**config.mk**
```make
export PLATFORM = sky130hd
export DESIGN_NAME = sgi_pend_tracker
export DESIGN_NICKNAME = d
export VERILOG_FILES = /design/src/rtl/sgi_trk_pkg.sv /design/src/rtl/sgi_trk_decode.sv /design/src/rtl/sgi_trk_slot.sv /design/src/rtl/sgi_pend_tracker.sv
export SDC_FILE = /design/constraint.sdc
export NUM_CORES = 1
export LEC_CHECK = 0
export ABC_AREA = 0
export CORE_UTILIZATION = 25
export DETAILED_ROUTE_END_ITERATION = 6
export PLACE_DENSITY_LB_ADDON = 0.2
export SYNTH_ARGS = -nofsm -noshare
export SYNTH_HDL_FRONTEND = slang
export SYNTH_SLANG_ARGS = --single-unit
```
**constraint.sdc**
```tcl
create_clock -name clk -period 3.2 [get_ports clk]
set_input_delay 0.32 -clock clk [delete_from_list [all_inputs] [get_ports clk]]
set_output_delay 0.32 -clock clk [all_outputs]
set_load 0.02 [all_outputs]
```
**src/rtl/sgi_trk_pkg.sv**
```systemverilog
`timescale 1ns/1ps
package sgi_trk_pkg;
    typedef enum logic [1:0] {
        WIN_NONE = 2'd0,
        WIN_CLR  = 2'd1,
        WIN_SET  = 2'd2
    } win_e;

    typedef enum logic {
        ST_IDLE = 1'b0,
        ST_RESP = 1'b1
    } rd_state_e;
endpackage

```
**src/rtl/sgi_trk_decode.sv**
```systemverilog
`timescale 1ns/1ps
module sgi_trk_decode
    import sgi_trk_pkg::*;
#(
    parameter int ADDR_W  = 12,
    parameter int NUM_SGI = 16,
    parameter logic [ADDR_W-1:0] CLR_BASE = 12'hF10,
    parameter logic [ADDR_W-1:0] SET_BASE = 12'hF20,
    localparam int IDX_W = $clog2(NUM_SGI)
) (
    input  logic [ADDR_W-1:0]  req_addr,
    input  logic               req_secure,
    input  logic               sec_ext_en,
    input  logic [NUM_SGI-1:0] sgi_group,
    output win_e               win,
    output logic [IDX_W-1:0]   idx,
    output logic               permit
);
    localparam logic [ADDR_W-1:0] SPAN = ADDR_W'(NUM_SGI);

    logic [ADDR_W-1:0] clr_off;
    logic [ADDR_W-1:0] set_off;
    logic              in_clr;
    logic              in_set;

    always_comb begin
        clr_off = req_addr - CLR_BASE;
        set_off = req_addr - SET_BASE;
        in_clr  = (req_addr >= CLR_BASE) && (clr_off < SPAN);
        in_set  = (req_addr >= SET_BASE) && (set_off < SPAN);
        if (in_clr) begin
            win = WIN_CLR;
            idx = clr_off[IDX_W-1:0];
        end else if (in_set) begin
            win = WIN_SET;
            idx = set_off[IDX_W-1:0];
        end else begin
            win = WIN_NONE;
            idx = '0;
        end
        permit = !sec_ext_en || req_secure || sgi_group[idx];
    end
endmodule

```
**src/rtl/sgi_trk_slot.sv**
```systemverilog
`timescale 1ns/1ps
module sgi_trk_slot #(
    parameter int SRC_W = 8
) (
    input  logic             clk,
    input  logic             rst_n,
    input  logic             set_en,
    input  logic             clr_en,
    input  logic [SRC_W-1:0] wdata,
    output logic [SRC_W-1:0] bmp,
    output logic             pend
);
    logic [SRC_W-1:0] cleared;

    always_comb cleared = bmp & ~wdata;

    always_ff @(posedge clk) begin
        if (!rst_n) begin
            bmp  <= '0;
            pend <= 1'b0;
        end else if (set_en) begin
            bmp  <= bmp | wdata;
            pend <= 1'b1;
        end else if (clr_en) begin
            bmp <= cleared;
            if (cleared == '0) begin
                pend <= 1'b0;
            end
        end
    end
endmodule

```
**src/rtl/sgi_pend_tracker.sv**
```systemverilog
`timescale 1ns/1ps
module sgi_pend_tracker
    import sgi_trk_pkg::*;
#(
    parameter int NUM_SGI = 16,
    parameter int SRC_W   = 8,
    parameter int ADDR_W  = 12,
    parameter logic [ADDR_W-1:0] CLR_BASE = 12'hF10,
    parameter logic [ADDR_W-1:0] SET_BASE = 12'hF20
) (
    input  logic               clk,
    input  logic               rst_n,
    input  logic               sec_ext_en,
    input  logic [NUM_SGI-1:0] sgi_group,
    input  logic               req_valid,
    input  logic               req_write,
    input  logic               req_secure,
    input  logic [ADDR_W-1:0]  req_addr,
    input  logic [SRC_W-1:0]   req_wdata,
    output logic               rd_valid,
    output logic [SRC_W-1:0]   rd_data,
    output logic [NUM_SGI-1:0] sgi_pend
);
    localparam int IDX_W = $clog2(NUM_SGI);

    win_e                     win;
    logic [IDX_W-1:0]         idx;
    logic                     permit;
    logic [SRC_W-1:0]         bmp [NUM_SGI];
    logic [NUM_SGI*SRC_W-1:0] bmp_flat;
    logic                     rd_req;
    rd_state_e                state_q;
    rd_state_e                state_d;

    sgi_trk_decode #(
        .ADDR_W  (ADDR_W),
        .NUM_SGI (NUM_SGI),
        .CLR_BASE(CLR_BASE),
        .SET_BASE(SET_BASE)
    ) u_decode (
        .req_addr  (req_addr),
        .req_secure(req_secure),
        .sec_ext_en(sec_ext_en),
        .sgi_group (sgi_group),
        .win       (win),
        .idx       (idx),
        .permit    (permit)
    );

    for (genvar g = 0; g < NUM_SGI; g++) begin : g_slot
        logic hit;
        assign hit = req_valid && req_write && permit && (idx == IDX_W'(g));
        sgi_trk_slot #(.SRC_W(SRC_W)) u_slot (
            .clk   (clk),
            .rst_n (rst_n),
            .set_en(hit && (win == WIN_SET)),
            .clr_en(hit && (win == WIN_CLR)),
            .wdata (req_wdata),
            .bmp   (bmp[g]),
            .pend  (sgi_pend[g])
        );
        assign bmp_flat[g*SRC_W +: SRC_W] = bmp[g];
    end

    assign rd_req = req_valid && !req_write;

    // Next-state logic of the read-response machine
    always_comb begin
        state_d = state_q;
        unique case (state_q)
            ST_IDLE: if (rd_req)  state_d = ST_RESP;
            ST_RESP: if (!rd_req) state_d = ST_IDLE;
            default: state_d = ST_IDLE;
        endcase
    end

    always_ff @(posedge clk) begin
        if (!rst_n) state_q <= ST_IDLE;
        else        state_q <= state_d;
    end

    // Output register: read data is captured together with the request
    always_ff @(posedge clk) begin
        if (!rst_n) begin
            rd_data <= '0;
        end else if (rd_req && permit && (win != WIN_NONE)) begin
            rd_data <= bmp[idx];
        end else begin
            rd_data <= '0;
        end
    end

    assign rd_valid = (state_q == ST_RESP);
endmodule

```
==> flow_metrics.tcl, run 1 <==
set metrics [dict create \
    outcome "finished, final reports clean" \
    relSlewSlack_pct 46.7 \
    setup_slack_ns 0.452 \
    htreeDepth 4 \
    die_w_um 188 \
    ys_types 63 \
    ant_nets 0 \
    cp.required_ns 3.50 \
    p_seq_share_pct 42.3 \
    path_clk_slew_ns 0.07 \
    grt_pass1_wl_um 53700 \
    clk_path_buf_depth 2 \
    start_util_pct 25.6 \
    pre_cts_slack_ns 0.0319 \
    rsz0062_at_grt "false" \
    ys_seq_area_share_pct 35.3 \
    crit_path_start_kind "primary input" \
    die_h_um 188 \
    wl_per_cell_um 23.5 \
    worst-endpoint-arrival_ns 3.05 \
    endpoint_kind "register" \
    vias_per_cell 5.54 \
    dr.pass1.iters 6 \
    cp_max_fo 8 \
    synthesis.instances 1025 \
    critPathMaxStageDelay_ns 0.48 \
    dp_hpwl_um 25300 \
    period_needed_ns 2.75 \
    syn_area_mm2 0.00868 \
    ir_worst_vdd_uv 333 \
    die_area_mm2 0.0355 \
    antenna_found_initial 0 \
    synth_top_cell_by_area "dfxtp_1" \
    fmaxAchievable_mhz 364 \
    seqCellArea_mm2 0.00306 \
    place.gp.congestion 0.894 \
    final_layout_size_suffix_gt1_share_pct 14.3 \
    finalSetupViolCount 0 \
    switchingPower_uw 1130 \
    grt_max_degree 146 \
    clk_latency_ns 0.43 \
    cellInternalPower_uw 3360 \
    cts_hold_buf 0 \
    drt_iter0_drc 962 \
    cts_resized 0 \
    hp-class "primary input to register" \
    clock_skew_ns 0.0134 \
    grt_overflow 0 \
    drcViolationCount 0 \
    tightestPinTransition_ns 0.799 \
    synth-main-ff-cell "dfxtp_1" \
    boundaryPins 67 \
    final_common_cell "dfxtp_1" \
    pwr-share-clk_pct 49.6 \
    cts_sinks 153 \
    rows 67 \
    area_growth_pct 23.5 \
    tns_ns 0 \
    cts_root_buffer "clkbuf_16" \
    drv_slew 0 \
    worstSetupPathType "primary input to register" \
    syn_avg_cell_area_um2 8.46 \
    cp_slowest_cell "clkdlybuf4s50_1" \
    path_buf_inv 4 \
    ys_seq_elements 153 \
    fillers 3566 \
    path_cells "clkdlybuf4s50_1, inv_1, ha_1, xor2_1, nor3_2, buf_4, a22oi_4, buf_4, nor2_1, nand2_1, o311ai_0, o31ai_1" \
    cts_buffers 17 \
    fin_crit_sh_pct 85.9 \
    yosysTopAreaCellShare_pct 35.3 \
    ys_async_sr_fraction_pct 0 \
    maxCapViolCount 0 \
    cts_tree "built" \
    io_buffers 66 \
    core_region_area_mm2 0.0339 \
    grtUsageTotal_pct 20.2 \
    power_density_mw_per_mm2 420 \
    fin_nets 1117 \
    p_sw_share_pct 25.2 \
    vias 8496 \
    synth_edf_count 0 \
    crit_path_frequent_cell "buf_4" \
    synthTopCellsByArea "dfxtp_1 35%, mux2i_1 13%, nand2_1 6.2%" \
    p_leak_uw 0.00409 \
    grt_pass1_vias 8116 \
    path_delay_family "buffers and inverters" \
    post_cts_buffers 0 \
    p_comb_share_pct 8.1 \
    multiInputGateArea_mm2 0.00509 \
    yosysWarnings 0 \
    finalHoldViolations 0 \
    drt_wl_total_um 36000 \
    syn_nets 1069 \
    final_cell_mix "153 x dfxtp_1, 143 x nand2_1, 109 x mux2i_1" \
    diodes 0 \
]
==> logic make-up after synthesis <==
kind of cell	share of synthesized area [%]
xor+xnor	0.202
fa+ha+maj	0.288
flops	35.3
compound gates	20.3
mux	17.2
buf+inv	6.26
simple gates	20.4
==> final cells by class <==
cell class | count | area share [%]
clock buffers | 19 | 4.14
clock inverters | 12 | 1.74
inverters | 11 | 0.385
multi-input cells | 753 | 47.6
flip-flops and latches | 153 | 28.6
well taps | 448 | 5.23
repair buffers | 137 | 12.4
==> cell usage after synthesis, drive strengths merged, types with 14 or more instances <==
cell type / instances
nor2: 68
nand2: 143
nand4: 52
clkbuf: 71
o31ai: 28
o311ai: 20
mux2: 28
dfxtp: 153
a22o: 16
a21oi: 32
o21ai: 14
o211ai: 15
a22oi: 58
mux2i: 109
a221oi: 17
nand3: 77
buf: 37
==> power groups by stage <==
stage	combinational [uW]	clock [uW]	sequential, uW
global route	379	2340	1900
detailed placement	354	0	1950
CTS	356	2250	1900
finish	364	2230	1900
floorplan	168	0	1950
global placement	356	0	1950
==> metal layers <==
metal / wire length, um / track usage [%] / vias to the layer above
li1: - / - / 3934
met1: 16700 / 28.6 / 4117
met2: 15700 / 31.0 / 394
met3: 2990 / 4.41 / 51
met4: 564 / 4.75 / 0
met5: 0 / 0 / -
==> path summary, 6_finish.rpt <==
kind / start / endpoint / slack [ns] / cells after the start
max: req_addr[5] / register / 0.45 / 12
min: rst_n / g_slot[12].u_slot.pend / 0.39 / 3
max reg2reg: register / rd_data[7] / 1.47 / 6
min reg2reg: g_slot[9].u_slot.pend / g_slot[9].u_slot.pend / 0.48 / 2
==> worst min-delay path, cell delays in order <==
cell	delay, ns
buf_4	0.13
nand3_4	0.19
o41ai_1	0.11
==> per-stage QoR <==
step	util, %	instance area, um^2	power [uW]	std cells	hold WS [ns]
floorplan	-	8680	2120	1025	0.399
global placement	29.8	10100	2300	1502	0.465
detailed placement	29.8	10100	2300	1502	0.472
CTS	31.6	10700	4510	1533	0.379
global route	31.6	10700	4620	1533	0.387
finish	31.6	10700	4500	1533	0.388
No activity file was read; power rests on OpenSTA's default activity.
==> run 2: changes to the inputs <==
--- a/config.mk
+++ b/config.mk
@@ -6,7 +6,9 @@
 export NUM_CORES = 1
 export LEC_CHECK = 0
 export ABC_AREA = 0
-export CORE_UTILIZATION = 25
+export CELL_PAD_IN_SITES_DETAIL_PLACEMENT = 1
+export CELL_PAD_IN_SITES_GLOBAL_PLACEMENT = 1
+export CORE_UTILIZATION = 30
 export DETAILED_ROUTE_END_ITERATION = 6
 export PLACE_DENSITY_LB_ADDON = 0.2
 export SYNTH_ARGS = -nofsm -noshare
==> run 2 against run 1 <==
The flow now finishes with violations (DRC); critical path type unchanged; hold slack lost 0.19 ns; worst setup slack gained 0.069 ns; first-iteration DRC count shrank 22%; critical path depth shrank 2; wire length grew 4.3%; power shrank 4.1%.
==> flow_metrics.tcl, run 2 (synthesized netlist as in run 1, its figures left out) <==
set metrics [dict create \
    final_common_cell "dfxtp_1" \
    finalHoldViolations 0 \
    final_layout_size_suffix_gt1_share_pct 14.6 \
    grt_pass1_vias 8560 \
    hold_depth 3 \
    vias 8596 \
    die_area_mm2 0.0296 \
    htreeDepth 4 \
    dp.cells 1436 \
    cts_hold_buf 0 \
    core_region_area_mm2 0.0281 \
    antenna_found_initial 0 \
    clk_latency_ns 0.45 \
    wl_per_cell_um 25.6 \
    layout.cells.non_filler 1467 \
    outcome "finished with violations" \
    p_seq_share_pct 44.2 \
    dp_hpwl_um 26700 \
    worstSetupPathType "primary input to register" \
    maxCapViolCount 0 \
    diodes 0 \
    worst-endpoint-arrival_ns 3.03 \
    rsz0062_at_grt "false" \
    drv_slew 0 \
    p_sw_share_pct 26.3 \
    worstHoldEndpoint "rd_valid" \
    relSlewSlack_pct 41.8 \
    finalSetupViolCount 0 \
    p_comb_share_pct 8.5 \
    reg2reg_slack_ns 1.39 \
    rr_endpoint "g_slot[15].u_slot.pend" \
    ir_worst_vdd_uv 391 \
    hp-class "primary input to register" \
    post_cts_buffers 0 \
    final_cell_mix "153 x dfxtp_1, 143 x nand2_1, 109 x mux2i_1" \
    place.gp.congestion 0.920 \
    endpoint_kind "register" \
    cp_max_fo 44 \
    power_density_mw_per_mm2 408 \
    grt_pass1_wl_um 55500 \
    start_util_pct 30.9 \
    cp_slowest_cell "clkdlybuf4s50_1" \
    critPathMaxStageDelay_ns 0.49 \
    fin_nets 1121 \
    pre_cts_slack_ns 0.0537 \
    clock_skew_ns 0.0119 \
    vias_per_cell 5.86 \
    cp.required_ns 3.55 \
    period_needed_ns 2.68 \
    setup_slack_ns 0.521 \
    grt_max_degree 145 \
    fin_crit_sh_pct 83.7 \
    rows 61 \
    ant_nets 0 \
    die_h_um 172 \
    cts_resized 0 \
    tns_ns 0 \
    cts_buffers 17 \
    grt_overflow 0 \
    fmaxAchievable_mhz 373 \
    cts_sinks 153 \
    tightestPinTransition_ns 0.870 \
    final_area_mm2 0.0106 \
    postPlaceCellArea_mm2 0.00999 \
    drt_iter0_drc 752 \
    die_w_um 172 \
    crit_path_start_kind "primary input" \
    cts_tree "built" \
    switchingPower_uw 1130 \
    boundaryPins 67 \
    io_buffers 66 \
    pwr-share-clk_pct 47.3 \
    grtUsageTotal_pct 25.7 \
    path_cells "clkdlybuf4s50_1, inv_1, ha_1, xor2_1, nor3_2, a22o_4, buf_4, nand2_1, or3_1, o31ai_1" \
    area_growth_pct 21.7 \
    clk_path_buf_depth 2 \
    min_from "rst_n" \
    cts_root_buffer "clkbuf_16" \
    reg2reg_depth 5 \
    drt_wl_total_um 37600 \
    violations "DRC" \
    fin_total_pwr_uw 4310 \
    dr.pass1.iters 7 \
    path_clk_slew_ns 0.07 \
    cellInternalPower_uw 3180 \
    drcViolationCount 2 \
    p_leak_uw 0.00406 \
]
run 2: worst max-delay path by stage:
stage / to / cells past startpoint / from
6_report: g_slot[11].u_slot.pend / 10 / req_addr[5]
5_1_grt: g_slot[11].u_slot.pend / 10 / req_addr[5]
4_1_cts: g_slot[11].u_slot.pend / 10 / req_addr[5]
3_5_place_dp: g_slot[11].u_slot.pend / 10 / req_addr[5]
3_3_place_gp: g_slot[3].u_slot.pend / 10 / req_addr[5]
2_1_floorplan: register / 11 / req_addr[5]
run 2: metrics by stage:
step | util (%) | hold WS, ns
after CTS | 37.6 | 0.185
after detailed placement | 35.6 | 0.466
final | 37.6 | 0.197
after global placement | 35.6 | 0.462
after floorplan | - | 0.399
after global routing | 37.6 | 0.197
run 2: critical path: cells and delay by family:
family,cells,cell delay [ns]
xor gates and xnor gates,1,0.17
AOI/OAI and AO/OA,2,0.48
adders and majority gates,1,0.22
and+or+nand+nor,3,0.83
buffers and inverters,3,0.99
run 2: metal layers:
layer	up-vias	track usage [%]	share of wire, %
met5	-	0	0
met4	0	9.43	2.8
met3	62	4.37	6.7
met2	333	42.3	47
met1	4267	33.5	44
li1	3934	-	-
run 2: power by group through the flow:
| stage | logic (uW) | registers (uW) | clock network (uW) |
|---|---|---|---|
| CTS | 361 | 1900 | 2070 |
| global placement | 360 | 1950 | 0 |
| floorplan | 168 | 1950 | 0 |
| detailed placement | 360 | 1950 | 0 |
| global route | 383 | 1900 | 2150 |
| finish | 367 | 1900 | 2040 |
run 2: cell type report:
cell class / instances / area, um^2
Clock buffer: 18 / 429
Clock inverter: 13 / 145
Fill cell: 3326 / 17500
Inverter: 11 / 41.3
Multi-Input combinational cell: 753 / 5090
Sequential cell: 153 / 3060
Tap cell: 378 / 473
Timing Repair Buffer: 141 / 1320
==> run 3: changes to the inputs <==
==> constraint.sdc (replaced) <==
create_clock -name clk -period 2.4 [get_ports clk]
set_input_delay 0.24 -clock clk [delete_from_list [all_inputs] [get_ports clk]]
set_output_delay 0.24 -clock clk [all_outputs]
set_load 0.02 [all_outputs]
==> run 3 against run 2 <==
Critical endpoint is now g_slot[14].u_slot.pend; global-route usage rose by 0.75 points; hold slack better by 0.056 ns; first-iteration DRC count fell by 1.6%; critical path depth grew 2; non-clock buffer count rose by 60; the run now ends clean.
==> flow_metrics.tcl, run 3 (synthesized netlist as in run 1, its figures left out) <==
set metrics [dict create \
    fmaxAchievable_mhz 430 \
    wl_per_cell_um 25.5 \
    core_region_area_mm2 0.0281 \
    vias 8807 \
    path_cells "clkdlybuf4s50_1, inv_1, ha_2, nor2b_2, xnor2_2, buf_4, a22oi_4, a21oi_4, o211a_4, buf_12, or4_4, o21ai_0" \
    path_clk_slew_ns 0.07 \
    cts_root_buffer "clkbuf_16" \
    die_w_um 172 \
    cp_slowest_cell "or4_4" \
    cts_sinks 153 \
    cts_tree "built" \
    htreeDepth 4 \
    drt_iter0_drc 740 \
    ir_worst_vdd_uv 498 \
    boundaryPins 67 \
    dp_hpwl_um 27800 \
    diodes 0 \
    vias_per_cell 5.76 \
    path_delay_family "buffers and inverters" \
    drv_slew 0 \
    fillers 3308 \
    path_buf_inv 4 \
    fin_crit_sh_pct 96.8 \
    cts_buffers 17 \
    final_layout_size_suffix_gt1_share_pct 21.5 \
    final_cell_mix "153 x dfxtp_1, 141 x nand2_1, 113 x buf_4" \
    grt_overflow 0 \
    ant_nets 0 \
    hp-class "primary input to register" \
    power_density_mw_per_mm2 523 \
    worstSetupPathType "primary input to register" \
    crit_path_start_kind "primary input" \
    post-route-util_pct 40.5 \
    worst-endpoint-arrival_ns 2.70 \
    critPathMaxStageDelay_ns 0.52 \
    final_common_cell "dfxtp_1" \
    grtUsageTotal_pct 26.4 \
    relSlewSlack_pct 58.1 \
    finalSetupViolCount 0 \
    die_h_um 172 \
    setup_slack_ns 0.0770 \
    maxCapViolCount 0 \
    p_leak_uw 0.00448 \
    rows 61 \
    area_growth_pct 31.0 \
    grt_pass1_vias 8943 \
    antenna_found_initial 0 \
    outcome "finished, final reports clean" \
    rsz0062_at_grt "true" \
    pre_cts_slack_ns -0.537 \
    cp.required_ns 2.77 \
    multiInputGateArea_mm2 0.00523 \
    clk_path_buf_depth 2 \
    seqCellArea_mm2 0.00306 \
    drt_wl_total_um 39000 \
    grt_max_degree 57 \
    tightestPinTransition_ns 0.628 \
    dr.pass1.iters 5 \
    finalHoldViolations 0 \
    clock_skew_ns 0.0136 \
    drcViolationCount 0 \
    die_area_mm2 0.0296 \
    place.gp.congestion 0.913 \
    endpoint_kind "register" \
    io_buffers 66 \
    clk_latency_ns 0.46 \
    period_needed_ns 2.32 \
    start_util_pct 30.9 \
    fin_nets 1181 \
    cp_max_fo 17 \
    grt_pass1_wl_um 56800 \
]
==> run 3: cell count changes in the layout (fill, tap and decap cells not counted), sizes merged, moves of 2 or more <==
cell,previous run,this run
buf,77,134
clkdlybuf4s50,64,62
inv,8,14
dlymetal6s2s,0,2
clkinv,11,9
clkinvlp,3,1
==> run 3: layout make-up <==
class / count / share of cell area [%]
clock buffers: 18 / 3.86
clock inverters: 14 / 1.32
inverters: 11 / 0.363
multi-input cells: 753 / 46.0
flip-flops and latches: 153 / 26.9
well taps: 378 / 4.16
repair buffers: 201 / 17.3
==> run 3: path summary, 6_finish.rpt <==
path,startpoint,end,slack [ns],cells past startpoint
hold reg to reg,g_slot[10].u_slot.pend,g_slot[10].u_slot.pend,0.47,2
hold / removal,rst_n,rd_valid,0.25,3
setup reg to reg,register,g_slot[15].u_slot.pend,0.63,5
setup / recovery,req_addr[6],g_slot[14].u_slot.pend,0.08,12
==> run 3: worst reg2reg max path, stage by stage, from the launching register on <==
cell and delay [ns]:
dfxtp_1 0.34, a22o_1 0.21, a221oi_1 0.33, nand3_1 0.25, o311ai_1 0.41, o31ai_2 0.11
==> run 3: where the power goes <==
part	internal (uW)	leakage, uW	total (uW)	switching [uW]
sequential	2540	0.00123	2540	0.178
clock	1500	0.000289	2830	1330
combinational	226	0.00296	580	354
total	4270	0.00448	5950	1680
==> run 3: repair_timing <==
item / in CTS / in global routing
gates resized for setup: 11 / 42
pin swaps: 3 / 7
hold buffers: 0 / 0
setup endpoints to repair: 22 / 150
setup buffers: 0 / 3
gates cloned: 1 / 2
==> run 3: per-layer routing <==
layer	global-route usage (%)	up-vias	part of all wire (%)
met1	33.9	4439	45
met5	0	-	0
met3	4.49	63	5.0
li1	-	4062	-
met4	9.97	0	2.9
met2	44.1	243	47
==> run 3: through the flow <==
step                hold WS, ns  total power (uW)  area (um^2)  std cells  setup TNS [ns]
finish                    0.253              5950        11400       1528               0
detailed placement        0.472              3130        10500       1490          -61.92
floorplan                 0.319              2820         8680       1025               0
global placement          0.459              3130        10500       1490          -53.58
global route              0.268              6110        11400       1528         -0.0388
CTS                       0.244              5950        11200       1523          -0.121
